--- config.mk ---
export PLATFORM = sky130hd
export DESIGN_NAME = nand_mode_bridge
export DESIGN_NICKNAME = d
export VERILOG_FILES = /design/src/rtl/nbb_pkg.sv /design/src/rtl/nbb_mode_regs.sv /design/src/rtl/nbb_cycle_seq.sv /design/src/rtl/nbb_host_port.sv /design/src/rtl/nand_mode_bridge.sv
export SDC_FILE = /design/constraint.sdc
export NUM_CORES = 1
export LEC_CHECK = 0
export ABC_AREA = 1
export BUFFER_PORTS_ARGS = -buffer_cell sky130_fd_sc_hd__buf_2
export CORE_MARGIN = 5
export CORE_UTILIZATION = 45
export CTS_BUF_LIST = sky130_fd_sc_hd__clkbuf_16
export DETAILED_ROUTE_END_ITERATION = 7
export PLACE_DENSITY = 0.72
export SYNTH_ARGS = -nofsm -noshare
export SYNTH_HDL_FRONTEND = slang
export SYNTH_SLANG_ARGS = --single-unit
--- constraint.sdc ---
create_clock -name clk -period 1.3 [get_ports clk]
set_clock_uncertainty 0.05 [all_clocks]
set_input_delay 0.13 -clock clk [delete_from_list [all_inputs] [get_ports clk]]
set_output_delay 0.13 -clock clk [all_outputs]
set_load 0.005 [all_outputs]
--- src/rtl/nbb_pkg.sv ---
package nbb_pkg;

  localparam logic [2:0] OFS_DATA = 3'h0;
  localparam logic [2:0] OFS_MODE = 3'h4;
  localparam logic [2:0] OFS_STAT = 3'h5;

  localparam int MB_CLE     = 0;
  localparam int MB_ALE     = 1;
  localparam int MB_PWR_VAL = 2;
  localparam int MB_PWR_CMD = 3;
  localparam int MB_CE      = 4;
  localparam int MB_WEN     = 7;

  typedef enum logic [2:0] {
    SQ_IDLE,
    SQ_SETUP,
    SQ_STROBE,
    SQ_HOLD,
    SQ_DONE
  } sq_state_t;

  function automatic int cnt_width(int a, int b, int c);
    int m;
    m = a;
    if (b > m) m = b;
    if (c > m) m = c;
    return $clog2(m + 1);
  endfunction

  function automatic int access_wait(int nbytes, int su, int st, int hd);
    return nbytes * (su + st + hd);
  endfunction

  function automatic logic power_next(logic cur, logic [7:0] wbyte);
    return wbyte[MB_PWR_CMD] ? wbyte[MB_PWR_VAL] : cur;
  endfunction

  function automatic logic [15:0] lane_insert(logic [15:0] acc, logic hi, logic [7:0] b);
    logic [15:0] r;
    r = acc;
    if (hi) r[15:8] = b;
    else    r[7:0]  = b;
    return r;
  endfunction

endpackage

--- src/rtl/nbb_mode_regs.sv ---
module nbb_mode_regs (
  input  logic       clk,
  input  logic       rst_n,
  input  logic       wr_en,
  input  logic [7:0] wbyte,
  output logic [7:0] mode,
  output logic       pwr_en,
  output logic       ce_n,
  output logic       cle,
  output logic       ale
);
  import nbb_pkg::*;

  always_ff @(posedge clk or negedge rst_n) begin
    if (!rst_n) begin
      mode   <= 8'h00;
      pwr_en <= 1'b0;
    end else if (wr_en) begin
      mode   <= wbyte;
      pwr_en <= power_next(pwr_en, wbyte);
    end
  end

  assign ce_n = ~mode[MB_CE];
  assign cle  = mode[MB_CLE];
  assign ale  = mode[MB_ALE];

  AST_PWR_KEEP: assert property (@(posedge clk) disable iff (!rst_n)
    !(wr_en && wbyte[MB_PWR_CMD]) |=> $stable(pwr_en));
  AST_PWR_LOAD: assert property (@(posedge clk) disable iff (!rst_n)
    (wr_en && wbyte[MB_PWR_CMD]) |=> (pwr_en == $past(wbyte[MB_PWR_VAL])));

endmodule

--- src/rtl/nbb_cycle_seq.sv ---
module nbb_cycle_seq #(
  parameter int SETUP_CLKS  = 1,
  parameter int STROBE_CLKS = 3,
  parameter int HOLD_CLKS   = 1
) (
  input  logic        clk,
  input  logic        rst_n,
  input  logic        go,
  input  logic        go_rd,
  input  logic        go_two,
  input  logic [15:0] go_wdata,
  input  logic [7:0]  nf_dq_in,
  output logic        idle,
  output logic        done,
  output logic [15:0] rdata,
  output logic        we_n,
  output logic        re_n,
  output logic        dq_oe,
  output logic [7:0]  dq_out
);
  import nbb_pkg::*;

  localparam int CW = cnt_width(SETUP_CLKS, STROBE_CLKS, HOLD_CLKS);
  localparam logic [CW-1:0] SU_LAST = CW'(SETUP_CLKS - 1);
  localparam logic [CW-1:0] ST_LAST = CW'(STROBE_CLKS - 1);
  localparam logic [CW-1:0] HD_LAST = CW'(HOLD_CLKS - 1);

  sq_state_t       state;
  logic [CW-1:0]   cnt;
  logic            idx;
  logic            two;
  logic            rd;
  logic [15:0]     wbuf;

  always_ff @(posedge clk or negedge rst_n) begin
    if (!rst_n) begin
      state <= SQ_IDLE;
      cnt   <= '0;
      idx   <= 1'b0;
      two   <= 1'b0;
      rd    <= 1'b0;
      wbuf  <= '0;
      rdata <= '0;
    end else begin
      case (state)
        SQ_IDLE: if (go) begin
          state <= SQ_SETUP;
          cnt   <= '0;
          idx   <= 1'b0;
          two   <= go_two;
          rd    <= go_rd;
          wbuf  <= go_wdata;
          rdata <= '0;
        end
        SQ_SETUP: if (cnt == SU_LAST) begin
          cnt   <= '0;
          state <= SQ_STROBE;
        end else cnt <= cnt + 1'b1;
        SQ_STROBE: if (cnt == ST_LAST) begin
          cnt   <= '0;
          state <= SQ_HOLD;
          if (rd) rdata <= lane_insert(rdata, idx, nf_dq_in);
        end else cnt <= cnt + 1'b1;
        SQ_HOLD: if (cnt == HD_LAST) begin
          cnt <= '0;
          if (two && !idx) begin
            idx   <= 1'b1;
            state <= SQ_SETUP;
          end else state <= SQ_DONE;
        end else cnt <= cnt + 1'b1;
        SQ_DONE: state <= SQ_IDLE;
        default: state <= SQ_IDLE;
      endcase
    end
  end

  logic active;
  assign active = (state == SQ_SETUP) || (state == SQ_STROBE) || (state == SQ_HOLD);
  assign idle   = (state == SQ_IDLE);
  assign done   = (state == SQ_DONE);
  assign dq_out = idx ? wbuf[15:8] : wbuf[7:0];
  assign dq_oe  = active && !rd;
  assign we_n   = !((state == SQ_STROBE) && !rd);
  assign re_n   = !((state == SQ_STROBE) && rd);

  // independent low-time counter for the strobe width check
  logic [CW:0] lo_cnt;
  always_ff @(posedge clk or negedge rst_n) begin
    if (!rst_n) lo_cnt <= '0;
    else if (!we_n || !re_n) lo_cnt <= lo_cnt + 1'b1;
    else lo_cnt <= '0;
  end

  AST_DQ_SETUP: assert property (@(posedge clk) disable iff (!rst_n)
    $fell(we_n) |-> $past(dq_oe));
  AST_DQ_HOLD: assert property (@(posedge clk) disable iff (!rst_n)
    $rose(we_n) |-> dq_oe);
  AST_ONE_STROBE: assert property (@(posedge clk) disable iff (!rst_n)
    !(!we_n && !re_n));
  AST_STROBE_WIDTH: assert property (@(posedge clk) disable iff (!rst_n)
    ($rose(we_n) || $rose(re_n)) |-> (lo_cnt == (CW+1)'(STROBE_CLKS)));

endmodule

--- src/rtl/nbb_host_port.sv ---
module nbb_host_port (
  input  logic        hb_sel,
  input  logic        hb_wr,
  input  logic [2:0]  hb_addr,
  input  logic [7:0]  mode,
  input  logic        nf_rb_n,
  input  logic        seq_idle,
  input  logic        seq_done,
  input  logic [15:0] seq_rdata,
  output logic        hb_ready,
  output logic [15:0] hb_rdata,
  output logic        go,
  output logic        mode_wr
);
  import nbb_pkg::*;

  logic strobed;
  assign strobed  = (hb_addr == OFS_DATA) && mode[MB_CE] && (!hb_wr || mode[MB_WEN]);
  assign go       = hb_sel && strobed && seq_idle;
  assign hb_ready = hb_sel && (strobed ? seq_done : 1'b1);
  assign mode_wr  = hb_sel && hb_wr && (hb_addr == OFS_MODE);

  always_comb begin
    hb_rdata = '0;
    case (hb_addr)
      OFS_DATA: if (strobed) hb_rdata = seq_rdata;
      OFS_MODE: hb_rdata = {8'h00, mode};
      OFS_STAT: hb_rdata = {8'h00, !nf_rb_n, 7'b0};
      default:  hb_rdata = '0;
    endcase
  end

endmodule

--- src/rtl/nand_mode_bridge.sv ---
module nand_mode_bridge #(
  parameter int SETUP_CLKS  = 1,
  parameter int STROBE_CLKS = 3,
  parameter int HOLD_CLKS   = 1
) (
  input  logic        clk,
  input  logic        rst_n,
  input  logic        hb_sel,
  input  logic        hb_wr,
  input  logic        hb_word,
  input  logic [2:0]  hb_addr,
  input  logic [15:0] hb_wdata,
  output logic [15:0] hb_rdata,
  output logic        hb_ready,
  output logic        nf_ce_n,
  output logic        nf_cle,
  output logic        nf_ale,
  output logic        nf_we_n,
  output logic        nf_re_n,
  output logic [7:0]  nf_dq_out,
  output logic        nf_dq_oe,
  input  logic [7:0]  nf_dq_in,
  input  logic        nf_rb_n,
  output logic        nf_pwr_en
);
  import nbb_pkg::*;

  logic [7:0]  mode;
  logic        mode_wr;
  logic        go;
  logic        seq_idle;
  logic        seq_done;
  logic [15:0] seq_rdata;

  nbb_mode_regs i_regs (
    .clk    (clk),
    .rst_n  (rst_n),
    .wr_en  (mode_wr),
    .wbyte  (hb_wdata[7:0]),
    .mode   (mode),
    .pwr_en (nf_pwr_en),
    .ce_n   (nf_ce_n),
    .cle    (nf_cle),
    .ale    (nf_ale)
  );

  nbb_host_port i_port (
    .hb_sel    (hb_sel),
    .hb_wr     (hb_wr),
    .hb_addr   (hb_addr),
    .mode      (mode),
    .nf_rb_n   (nf_rb_n),
    .seq_idle  (seq_idle),
    .seq_done  (seq_done),
    .seq_rdata (seq_rdata),
    .hb_ready  (hb_ready),
    .hb_rdata  (hb_rdata),
    .go        (go),
    .mode_wr   (mode_wr)
  );

  nbb_cycle_seq #(
    .SETUP_CLKS  (SETUP_CLKS),
    .STROBE_CLKS (STROBE_CLKS),
    .HOLD_CLKS   (HOLD_CLKS)
  ) i_seq (
    .clk      (clk),
    .rst_n    (rst_n),
    .go       (go),
    .go_rd    (!hb_wr),
    .go_two   (hb_word),
    .go_wdata (hb_wdata),
    .nf_dq_in (nf_dq_in),
    .idle     (seq_idle),
    .done     (seq_done),
    .rdata    (seq_rdata),
    .we_n     (nf_we_n),
    .re_n     (nf_re_n),
    .dq_oe    (nf_dq_oe),
    .dq_out   (nf_dq_out)
  );

  AST_STROBE_NEEDS_CE: assert property (@(posedge clk) disable iff (!rst_n)
    (!nf_we_n || !nf_re_n) |-> !nf_ce_n);
  AST_STALL_WHILE_BUSY: assert property (@(posedge clk) disable iff (!rst_n)
    (hb_sel && (hb_addr == OFS_DATA) && !seq_idle && !seq_done) |-> !hb_ready);
  AST_ONE_READY: assert property (@(posedge clk) disable iff (!rst_n)
    (hb_ready && hb_sel && (hb_addr == OFS_DATA) && seq_done) |=> !seq_done);

endmodule

==> qor.csv <==
metric,value,unit
outcome,"finished, violations left",
violations,negative setup slack,
synth-edff-count,0,
drc,0,
grt_pass1_vias,2430,
cp-end-kind,flip-flop,
ir_worst_vdd,1.12,mV
relSlewSlack,73.0,%
clk_latency,0.28,ns
hold_ws,0.0218,ns
fmax,655,MHz
overflow,0,
cp_max_fo,8,
cts_tree,done,
root_buffer,clkbuf_16,
antenna_cells,0,
hold_class,input port to flip-flop,
synthCells,321,
worst_pin_slew,0.405,ns
antenna_found_initial,0,
synth-warning-count,0,
h-tree-depth,2,
period_needed,1.53,ns
num_rows,27,
required,1.42,ns
num_io_pins,65,
synth_fp_nets,358,
clock_path_buffers,2,
core,5570,um2
avgSynthCellArea,8.16,um2
maxCapViolations,0,
power_leakage,0.00214,uW
ys_ff_latch,49,
wire_per_inst,15.1,um
synth-async-reset-ratio,100,%
die_h,86.3,um
cts_num_sinks,49,
io_buffer_count,64,
fin_nets,476,
place_congestion,0.836,
path_class,flip-flop to flip-flop,
fill_cells,395,
wirelength,7740,um
start_kind,flip-flop,
avgViaCountPerCell,5.00,
post-place-ws,-0.131,ns
die-area,7450,um2
powerDensity,2260,nW/um2
drt-pass1-iter-count,4,
drive_gt1_share,54.4,%
synth_top_cell_area_share,46.8,%
track_usage,18.8,%
setup_slack,-0.226,ns
cts_made_buffers,5,
grt_max_degree,50,
ys_types,32,
grt_pass1_wl,11200,um
drt_iter0_markers,145,
num_vias,2557,
place_hpwl,4450,um
yosys-top-cells-area,"dfrtp_1 47%, nand2_1 15%, inv_1 6.6%, o21ai_2 3.7%, nand3_1 3.4%",
initial_core_util,47.0,%
die_w,86.3,um
cp.arrival,1.65,ns
maxSlewViolCount,0,
synthesis.area,2620,um2
area_growth,55.4,%
clk_pin_slew,0.06,ns
yosysSeqAreaShare,46.8,%
min_period_over_period,117,%
hold_viol,0,
synthFlopType,dfrtp_1,
p_total,9210,uW
yosysTopAreaCell,dfrtp_1,
rsz0062_at_grt,yes,
report.final.setup_viol,68,
final_antenna_net_count,0,
## power by group
group	switching, uW	internal [uW]	total [uW]	leakage (uW)
clock	544	894	1440	0.0000797
combinational	2710	2390	5100	0.00143
sequential	571	2100	2670	0.000633
## registers in the layout, summed over array words and instances, names as in the netlist
register and cells:
i_regs.mode 8, i_regs.pwr_en 1, i_seq.cnt 2, i_seq.idx 1, i_seq.rd 1, i_seq.rdata 16
i_seq.state 3, i_seq.two 1, i_seq.wbuf 16
## stage by stage
step	std cells	setup TNS [ns]	instance area, um2	utilization [%]
floorplan	321	-0.0588	2650	-
global placement	467	-2.31	3140	56.4
detailed placement	467	-2.95	3140	56.4
CTS	497	-8.63	3560	63.9
global route	511	-15.41	4070	73.0
finish	511	-10.49	4070	73.0
## logic make-up after synthesis
family | share of synthesized area, %
AOI/OAI and AO/OA | 11.5
adders and majority gates | 1.91
buffers and inverters | 9.89
DFF | 46.8
and+or+nand+nor | 29.9
## final timing paths
kind | cells after the start | end | slack, ns | from
worst min register to register | 2 | i_seq.wbuf[10]$_DFFE_PN0P_ | 0.44 | i_seq.wbuf[10]$_DFFE_PN0P_
worst min-delay path | 3 | i_seq.wbuf[13]$_DFFE_PN0P_ | 0.02 | hb_wdata[13]
worst max-delay path | 7 | i_seq.rdata[12]$_DFFE_PN0P_ | -0.23 | i_seq.state[2]$_DFFE_PN0P_
min in group asynchronous | 3 | i_seq.cnt[0]$_DFFE_PN0P_ | 0.30 | rst_n
worst max register to register | 7 | i_seq.rdata[12]$_DFFE_PN0P_ | -0.23 | i_seq.state[2]$_DFFE_PN0P_
max in group asynchronous | 3 | i_seq.state[1]$_DFFE_PN0P_ | 0.66 | rst_n
## layer usage
| layer | up-vias | share of wire [%] | track usage [%] |
|---|---|---|---|
| met5 | - | 0 | 0 |
| met4 | 0 | 2.0 | 4.96 |
| met3 | 16 | 5.6 | 4.18 |
| met2 | 77 | 50 | 30.8 |
| met1 | 1219 | 42 | 25.3 |
| li1 | 1245 | - | - |
## synthesized netlist by cell type, types with 3 or more instances
| cell | count |
|---|---|
| a22o_1 | 5 |
| buf_6 | 5 |
| dfrtp_1 | 49 |
| ha_1 | 4 |
| inv_1 | 46 |
| inv_2 | 3 |
| nand2_1 | 106 |
| nand2_4 | 3 |
| nand3_1 | 18 |
| nand4_1 | 3 |
| nor2_1 | 19 |
| nor2_4 | 5 |
| o21ai_0 | 13 |
| o21ai_1 | 7 |
| o21ai_2 | 11 |
## cell type report
cell class                      count  area [um2]  area share [%]
Timing Repair Buffer              116         858            21.1
Sequential cell                    49        1230            30.2
Tap cell                           72        90.1            2.21
Inverter                           50         193            4.73
Clock inverter                      2        35.0           0.861
Clock buffer                        5         125            3.07
Multi-Input combinational cell    217        1540            37.8
## cell usage in the layout, fill, tap and decap left out, drive strengths merged
cell type,n
nand2,113
buf,112
inv,50
dfrtp,49
o21ai,31
nor2,27
nand3,22
clkbuf,8
a22o,5
ha,4
nand4,3
a21oi,3
a22oi,2
nor3,2
nand3b,1
o221ai,1
o21a,1
or2,1
o22ai,1
clkinv,1
bufinv,1
dlygate4sd3,1
## critical path: stages (launching register included)
cell,delay (ns)
dfrtp_2,0.44
buf_4,0.16
nor2_2,0.16
nand2_4,0.09
nor2_4,0.22
nand2_8,0.13
nand2_2,0.09
nand2_1,0.06
## what timing repair did
action	CTS	global route
pin swaps	7	20
endpoints found under the hold margin	49	0
setup endpoints to repair	68	68
hold buffers	1	0
resized for setup	30	91
gates cloned	4	5
buffers inserted	18	9
Note: power is estimated with default switching activity, not from simulation.
